$ cat src/rtl/ptseq_pkg.sv
package ptseq_pkg;

    localparam int MAX_PT    = 8;
    localparam int SLOT_IDXW = 3;

    // Outstanding conversion bookkeeping for the channel.
    typedef struct packed {
        logic                 busy;
        logic [SLOT_IDXW-1:0] idx;
    } conv_slot_t;

    // Index of the single set bit of a one-hot vector (0 when empty).
    function automatic logic [SLOT_IDXW-1:0] onehot_idx(input logic [MAX_PT-1:0] v);
        logic [SLOT_IDXW-1:0] r;
        r = '0;
        for (int k = 0; k < MAX_PT; k++) begin
            if (v[k]) r = r | SLOT_IDXW'(k);
        end
        return r;
    endfunction

    // Index of the highest set bit (0 when empty).
    function automatic logic [SLOT_IDXW-1:0] highest_idx(input logic [MAX_PT-1:0] v);
        logic [SLOT_IDXW-1:0] r;
        r = '0;
        for (int k = 0; k < MAX_PT; k++) begin
            if (v[k]) r = SLOT_IDXW'(k);
        end
        return r;
    endfunction

endpackage

$ cat src/rtl/ptseq_dly_bank.sv
module ptseq_dly_bank #(
    parameter int NUM_PT = 4,
    parameter int DLY_W  = 16,
    localparam int IDX_W = (NUM_PT > 1) ? $clog2(NUM_PT) : 1
) (
    input  logic                           clk,
    input  logic                           rst,
    input  logic                           wr_en,
    input  logic [IDX_W-1:0]               wr_idx,
    input  logic [DLY_W-1:0]               wr_val,
    input  logic                           load,
    output logic [NUM_PT-1:0][DLY_W-1:0]   act_dly
);

    logic [NUM_PT-1:0][DLY_W-1:0] shadow_q;
    logic [NUM_PT-1:0][DLY_W-1:0] act_q;

    generate
        for (genvar i = 0; i < NUM_PT; i++) begin : g_slot
            always_ff @(posedge clk) begin
                if (rst) begin
                    shadow_q[i] <= '0;
                    act_q[i]    <= '0;
                end else begin
                    if (wr_en && (wr_idx == IDX_W'(i))) begin
                        shadow_q[i] <= wr_val;
                    end
                    if (load) begin
                        act_q[i] <= shadow_q[i];
                    end
                end
            end


            act_hold_chk: assert property (@(posedge clk) disable iff (rst)
                (!$past(load) && !$past(rst)) |-> $stable(act_q[i]));
        end
    endgenerate

    assign act_dly = act_q;

endmodule

$ cat src/rtl/ptseq_arbiter.sv
module ptseq_arbiter #(
    parameter int NUM_PT = 4,
    parameter int DLY_W  = 16
) (
    input  logic                          clk,
    input  logic                          rst,
    input  logic [DLY_W-1:0]              cnt_val,
    input  logic                          cnt_restart,
    input  logic [NUM_PT-1:0][DLY_W-1:0]  act_dly,
    input  logic [NUM_PT-1:0]             armed,
    input  logic [NUM_PT-1:0]             chain_mode,
    input  logic [NUM_PT-1:0]             chain_evt,
    output logic [NUM_PT-1:0]             grant,
    output logic [NUM_PT-1:0]             fire_q
);

    logic [NUM_PT-1:0] fired_q;
    logic [NUM_PT-1:0] pend_q;
    logic [NUM_PT-1:0] delay_evt;
    logic [NUM_PT-1:0] link_evt;
    logic [NUM_PT-1:0] req;

    generate
        for (genvar i = 0; i < NUM_PT; i++) begin : g_match
            assign delay_evt[i] = armed[i] & ~chain_mode[i] & ~fired_q[i]
                                & (cnt_val == act_dly[i]);
        end
    endgenerate

    always_comb begin
        link_evt = armed & chain_mode & chain_evt;
        req      = (delay_evt | link_evt | pend_q) & armed;
        grant    = req & (~req + NUM_PT'(1));
    end

    always_ff @(posedge clk) begin
        if (rst) begin
            fired_q <= '0;
            pend_q  <= '0;
            fire_q  <= '0;
        end else begin
            fired_q <= cnt_restart ? '0 : (fired_q | delay_evt);
            pend_q  <= req & ~grant;
            fire_q  <= grant;
        end
    end


    fire_onehot_chk: assert property (@(posedge clk) disable iff (rst)
        $onehot0(fire_q));


    fire_armed_chk: assert property (@(posedge clk) disable iff (rst)
        (fire_q & ~$past(armed)) == '0);

endmodule

$ cat src/rtl/ptseq_tracker.sv
module ptseq_tracker
    import ptseq_pkg::*;
#(
    parameter int NUM_PT = 4
) (
    input  logic              clk,
    input  logic              rst,
    input  logic [NUM_PT-1:0] grant,
    input  logic [NUM_PT-1:0] armed,
    input  logic              conv_done,
    input  logic [NUM_PT-1:0] clr_match,
    input  logic [NUM_PT-1:0] clr_err,
    output logic [NUM_PT-1:0] chain_evt,
    output logic [NUM_PT-1:0] match_q,
    output logic [NUM_PT-1:0] err_q,
    output logic              trig_q
);

    conv_slot_t           slot_q;
    conv_slot_t           slot_d;
    logic                 grant_any;
    logic                 done_eff;
    logic                 overlap;
    logic [SLOT_IDXW-1:0] gidx;
    logic [SLOT_IDXW-1:0] last_idx;

    always_comb begin
        grant_any = |grant;
        gidx      = onehot_idx(MAX_PT'(grant));
        last_idx  = highest_idx(MAX_PT'(armed));
        done_eff  = conv_done & slot_q.busy;
        overlap   = grant_any & slot_q.busy & ~conv_done;
        slot_d    = slot_q;
        if (grant_any) begin
            slot_d.busy = 1'b1;
            slot_d.idx  = gidx;
        end else if (done_eff) begin
            slot_d.busy = 1'b0;
        end
    end

    assign chain_evt[0] = 1'b0;
    generate
        for (genvar i = 1; i < NUM_PT; i++) begin : g_link
            assign chain_evt[i] = done_eff && (slot_q.idx == SLOT_IDXW'(i - 1));
        end
    endgenerate

    always_ff @(posedge clk) begin
        if (rst) begin
            slot_q  <= '0;
            match_q <= '0;
            err_q   <= '0;
            trig_q  <= 1'b0;
        end else begin
            slot_q  <= slot_d;
            match_q <= (match_q & ~clr_match) | grant;
            err_q   <= (err_q & ~clr_err) | ({NUM_PT{overlap}} & grant);
            if (grant_any) begin
                trig_q <= 1'b1;
            end else if (done_eff && (slot_q.idx == last_idx)) begin
                trig_q <= 1'b0;
            end
        end
    end


    match_src_chk: assert property (@(posedge clk) disable iff (rst)
        ((match_q & ~$past(match_q)) & ~$past(grant)) == '0);


    err_src_chk: assert property (@(posedge clk) disable iff (rst)
        ((err_q & ~$past(err_q)) & ~$past(grant)) == '0);


    trig_rise_chk: assert property (@(posedge clk) disable iff (rst)
        $rose(trig_q) |-> $past(|grant));

endmodule

$ cat src/rtl/adc_pretrig_seq.sv
module adc_pretrig_seq #(
    parameter int NUM_PT = 4,
    parameter int DLY_W  = 16,
    localparam int IDX_W = (NUM_PT > 1) ? $clog2(NUM_PT) : 1
) (
    input  logic              clk,
    input  logic              rst,
    input  logic [DLY_W-1:0]  cnt_val,
    input  logic              cnt_restart,
    input  logic              ld_strobe,
    input  logic              dly_wr_en,
    input  logic [IDX_W-1:0]  dly_wr_idx,
    input  logic [DLY_W-1:0]  dly_wr_val,
    input  logic [NUM_PT-1:0] pt_enable,
    input  logic [NUM_PT-1:0] pt_outsel,
    input  logic [NUM_PT-1:0] pt_chain,
    input  logic              conv_done,
    input  logic [NUM_PT-1:0] clr_match,
    input  logic [NUM_PT-1:0] clr_err,
    input  logic              err_irq_en,
    output logic [NUM_PT-1:0] pt_fire,
    output logic              trig_out,
    output logic [NUM_PT-1:0] match_flags,
    output logic [NUM_PT-1:0] err_flags,
    output logic              err_irq
);

    logic [NUM_PT-1:0][DLY_W-1:0] act_dly;
    logic [NUM_PT-1:0]            armed;
    logic [NUM_PT-1:0]            chain_mode;
    logic [NUM_PT-1:0]            chain_evt;
    logic [NUM_PT-1:0]            grant;

    assign armed      = pt_enable & pt_outsel;
    assign chain_mode = {pt_chain[NUM_PT-1:1], 1'b0};

    ptseq_dly_bank #(.NUM_PT(NUM_PT), .DLY_W(DLY_W)) u_dly (
        .clk     (clk),
        .rst     (rst),
        .wr_en   (dly_wr_en),
        .wr_idx  (dly_wr_idx),
        .wr_val  (dly_wr_val),
        .load    (ld_strobe),
        .act_dly (act_dly)
    );

    ptseq_arbiter #(.NUM_PT(NUM_PT), .DLY_W(DLY_W)) u_arb (
        .clk         (clk),
        .rst         (rst),
        .cnt_val     (cnt_val),
        .cnt_restart (cnt_restart),
        .act_dly     (act_dly),
        .armed       (armed),
        .chain_mode  (chain_mode),
        .chain_evt   (chain_evt),
        .grant       (grant),
        .fire_q      (pt_fire)
    );

    ptseq_tracker #(.NUM_PT(NUM_PT)) u_trk (
        .clk       (clk),
        .rst       (rst),
        .grant     (grant),
        .armed     (armed),
        .conv_done (conv_done),
        .clr_match (clr_match),
        .clr_err   (clr_err),
        .chain_evt (chain_evt),
        .match_q   (match_flags),
        .err_q     (err_flags),
        .trig_q    (trig_out)
    );

    assign err_irq = err_irq_en & (|err_flags);

endmodule

$ cat config.mk
export PLATFORM = sky130hd
export DESIGN_NAME = adc_pretrig_seq
export DESIGN_NICKNAME = d
export VERILOG_FILES = /design/src/rtl/ptseq_pkg.sv /design/src/rtl/ptseq_dly_bank.sv /design/src/rtl/ptseq_arbiter.sv /design/src/rtl/ptseq_tracker.sv /design/src/rtl/adc_pretrig_seq.sv
export SDC_FILE = /design/constraint.sdc
export NUM_CORES = 1
export LEC_CHECK = 0
export ABC_AREA = 1
export BUFFER_PORTS_ARGS = -buffer_cell sky130_fd_sc_hd__buf_2
export CAP_MARGIN = 20
export CORE_ASPECT_RATIO = 0.7
export CORE_UTILIZATION = 58
export CTS_CLUSTER_SIZE = 40
export DETAILED_ROUTE_END_ITERATION = 6
export PLACE_DENSITY = 0.8
export SYNTH_ARGS = -nofsm -noshare
export SYNTH_HDL_FRONTEND = slang
export SYNTH_SLANG_ARGS = --single-unit
$ cat constraint.sdc
create_clock -name clk -period 4.4 [get_ports clk]
set_input_delay 1.1 -clock clk [delete_from_list [all_inputs] [get_ports clk]]
set_output_delay 1.1 -clock clk [all_outputs]
set_load 0.01 [all_outputs]
# [Word-level counts from Yosys, hierarchy flattened]
# Index checks and enable logic that the tools add are counted.
[totals] ff_bits=153 out_inout_bits=14
[op_classes] n_eq_ne=10 n_reduce_logical=15 mux=10 n_bitwise=41 n_addsub=1
[op_table] op="== test 16 bit" count=4
[op_table] op="bitwise AND 4 bit" count=9
[op_table] op="OR 4 bit" count=5
[op_table] op="NOT 4 bit" count=4
[op_table] op="bitwise AND 1 bit" count=15
[op_table] op="logical AND 1 bit" count=8
[op_table] op="two-way mux 2 bit" count=4
[op_table] op="NOT 1 bit" count=8
[op_table] op="OR reduction 4 bit" count=2
[op_table] op="two-way mux 1 bit" count=6
[op_table] op="adder 4 x 1 -> 4 bit (second input constant)" count=1
[op_table] op="== test 2 bit (second input constant)" count=2
[op_table] op="nonzero test 2 bit" count=2
[op_table] op="== test 3 x 1 -> 1 bit (second input constant)" count=1
[op_table] op="== test 3 x 2 -> 1 bit" count=1
[op_table] op="== test 3 x 2 -> 1 bit (second input constant)" count=1
[op_table] op="logical NOT 3 bit" count=1
[op_table] op="== test 2 x 1 -> 1 bit (second input constant)" count=1
[op_table] op="logical NOT 2 bit" count=1
[op_table] op="OR reduction 2 bit" count=1

# [Depth between registers and ports, before layout]
[depth] word_depth=15 depth_mapped=14

# [By module]
# From an unflattened synthesis, not the netlist that was laid out.
[unflattened] hier_cells=1021 area_unflattened_um2=6786.5
[modules_own_cells] mod="ptseq_dly_bank" area_per_inst_um2=4713.3 n_inst=1 cells_per_inst=643
[modules_own_cells] mod="ptseq_arbiter" area_per_inst_um2=1488.9 n_inst=1 cells_per_inst=286
[modules_own_cells] mod="ptseq_tracker" area_per_inst_um2=534.3 n_inst=1 cells_per_inst=79
[modules_own_cells] mod="adc_pretrig_seq" area_per_inst_um2=50.0 n_inst=1 cells_per_inst=13

# [Worst setup path after synthesis]
# Ideal clock, no wire load.
[synth_path] path_kind="in2out" start="input err_irq_en" end="output err_irq" required_time_ps=3300 stages=1 slack_ps=2032 t_arrival_ps=1268 cell_sequence="o41a_1"
[synth_via] elab_chain_cells=1
[synth_rtl] element="start: declaration" line="adc_pretrig_seq.sv:20" text="input logic err_irq_en,"
[synth_rtl] element="bitwise AND 1 bit" line="adc_pretrig_seq.sv:74" text="assign err_irq = err_irq_en & (|err_flags);"
[synth_rtl] element="end: declaration" line="adc_pretrig_seq.sv:25" text="output logic err_irq"
# No other way between the ends.

# [Final worst setup path]
# Ends and elaborated chain as after synthesis.

==> results.json <==
{
  "status": "finished clean",
  "power_leakage_nw": 3.41,
  "post_drt_wl_per_cell_um": 14.2,
  "final_cell_mix": "151 x dfxtp_1, 136 x nor2_1, 136 x o21ai_0",
  "syn_area_per_cell_um2": 7.26,
  "synthFlopType": "dfxtp_1",
  "worst_skew_pair.late_latency_ns": 0.42,
  "dp_hpwl_um": 10200,
  "worstMarginPinSlew_ns": 0.738,
  "grt_antenna_before_repair": 0,
  "place_area_mm2": 0.00691,
  "layout-drive-gt1-share": 0.157,
  "layout_commonest_cell": "dfxtp_1",
  "cp-end-kind": "primary output",
  "grt_pass1_wl_um": 26200,
  "finalSetupTns_ns": 0,
  "grt_pass1_vias": 5348,
  "maxCapViolCount": 0,
  "diodes": 0,
  "htree_levels": 4,
  "arrival_ns": 1.44,
  "hold_class": "reg -> reg",
  "ys_async_sr_fraction": 0,
  "rsz0062_at_grt": "no",
  "finalCritPeriodShare": 0.577,
  "synth_fp_nets": 951,
  "power.density_mw_per_mm2": 440,
  "period_minus_slack_ns": 2.54,
  "clockBufferDepth": 2,
  "worst_slew_margin_rel": 0.508,
  "routed_wl_um": 15800,
  "dr.pass1.iters": 5,
  "grt_max_degree": 133,
  "ys_seq_area_frac": 0.468,
  "hold_buffers": 0,
  "clock_sinks": 151,
  "die_w_um": 128,
  "final_area_mm2": 0.00754,
  "chipHeight_um": 90.3,
  "fill_cells": 852,
  "yosysWarnings": 0,
  "ys_types": 38,
  "synth_cells": 890,
  "skew_ns": 0.0120,
  "peakVddDrop_v": 0.000316,
  "postRouteAntennaNets": 0,
  "port_buffers": 73,
  "slew_viol_final": 0,
  "postCtsSetupBuffers": 0,
  "cts_tree": "done",
  "clk_pin_slew_worst_paths_ns": 0.06,
  "first_iter_violations": 528,
  "gp_congestion": 0.862,
  "final_nets": 1010,
  "dieArea_mm2": 0.0116,
  "drc": 0,
  "synth_seq_cells": 151,
  "gr-usage-all-layers": 0.289,
  "fin_util": 0.712,
  "post_cts_resized": 0,
  "drt-vias-per-instance": 5.21,
  "final_hold_viol_count": 0,
  "numCtsBuffers": 17,
  "finalSetupViolCount": 0,
  "start_kind": "input port",
  "syn2layout_area_growth_pct": 16.7,
  "critPathRequiredTime_ns": 3.30,
  "finalPower_mw": 3.32,
  "synth-edff-count": 0,
  "vias": 5788,
  "core_region_area_mm2": 0.0106,
  "ios": 75,
  "crit_fanout": 1,
  "cts-root-buf": "clkbuf_16",
  "overflow": 0,
  "syn-cell-area_mm2": 0.00646,
  "crit_type": "in -> out",
  "fmax_ghz": 0.394,
  "start_util": 0.610,
  "rows": 31
}
[cells by family (layout without fill, tap and decap cells)]
logic type      after synthesis  in the layout  synth area share
buf+inv                     150            222            0.0900
flops                       151            151             0.468
xor+xnor                     28             28            0.0379
compound gates              232            232             0.184
simple gates                329            329             0.221
[registers in the layout, indices dropped and copies added, names as in the netlist]
signal / cells
u_dly.act_dly: 64
u_dly.shadow_q: 64
u_arb.fire_q: 4
u_arb.fired_q: 4
u_trk.err_q: 4
u_trk.match_q: 4
u_arb.pend_q: 3
u_trk.slot_q: 3
u_trk.trig_q: 1
[path summary, 6_finish.rpt]
check	startpoint	end	cells past startpoint	slack [ns]
worst max register to register	u_dly.act_dly[17]	u_trk.match_q[1]	12	2.72
worst min-delay path	u_dly.shadow_q[53]	u_dly.shadow_q[53]	2	0.45
worst min register to register	u_dly.shadow_q[53]	u_dly.shadow_q[53]	2	0.45
worst max-delay path	err_irq_en	err_irq	3	1.86
[power breakdown]
part	internal (mW)	switching, mW
sequential	1.43	0.0321
clock	0.982	0.575
combinational	0.105	0.189
[per-layer routing]
metal,routed length (um),up-vias,part of all wire,GRT usage
met5,0,-,0,0
met4,153,0,0.0097,0.0912
met3,873,14,0.055,0.0498
met2,6960,163,0.44,0.438
met1,7780,2650,0.49,0.417
li1,-,2961,-,-
[Yosys cell counts, types with 3 or more instances]
| library cell | instances | share of area |
|---|---|---|
| nand4_1 | 6 | 0.0058 |
| nand2_2 | 9 | 0.0087 |
| o21ai_0 | 136 | 0.11 |
| nor2_1 | 136 | 0.079 |
| a21oi_1 | 88 | 0.068 |
| xnor2_1 | 17 | 0.023 |
| nor2_2 | 5 | 0.0048 |
| nand3_1 | 17 | 0.013 |
| nor3_1 | 4 | 0.0031 |
| clkbuf_1 | 37 | 0.021 |
| xor2_1 | 11 | 0.015 |
| or2_1 | 3 | 0.0029 |
| nand3_2 | 3 | 0.0046 |
| or2_2 | 3 | 0.0029 |
| inv_1 | 97 | 0.056 |
| inv_2 | 12 | 0.0070 |
| nand2_1 | 130 | 0.075 |
| dfxtp_1 | 151 | 0.47 |
[cell type report]
| class | instances | area, um2 | share of cell area |
|---|---|---|---|
| sequential | 151 | 3020 | 0.401 |
| multi-input combinational | 589 | 2860 | 0.379 |
| clock buffer | 21 | 460 | 0.0611 |
| timing repair buffer | 80 | 430 | 0.0571 |
| inverter | 110 | 413 | 0.0548 |
| tap | 148 | 185 | 0.0246 |
| clock inverter | 11 | 170 | 0.0226 |
[worst max-delay path, cell delays in order]
cell and delay [ns]:
buf_2 0.10, o41a_1 0.10, buf_2 0.14
[through the flow]
stage	hold WS, ns	setup WS, ns	cells
after floorplan	0.428	2.03	890
after global placement	0.438	1.84	1078
after detailed placement	0.445	1.83	1078
after CTS	0.456	1.87	1110
after global routing	0.471	1.84	1110
final	0.452	1.86	1110
Note: power is estimated with default switching activity, not from simulation.
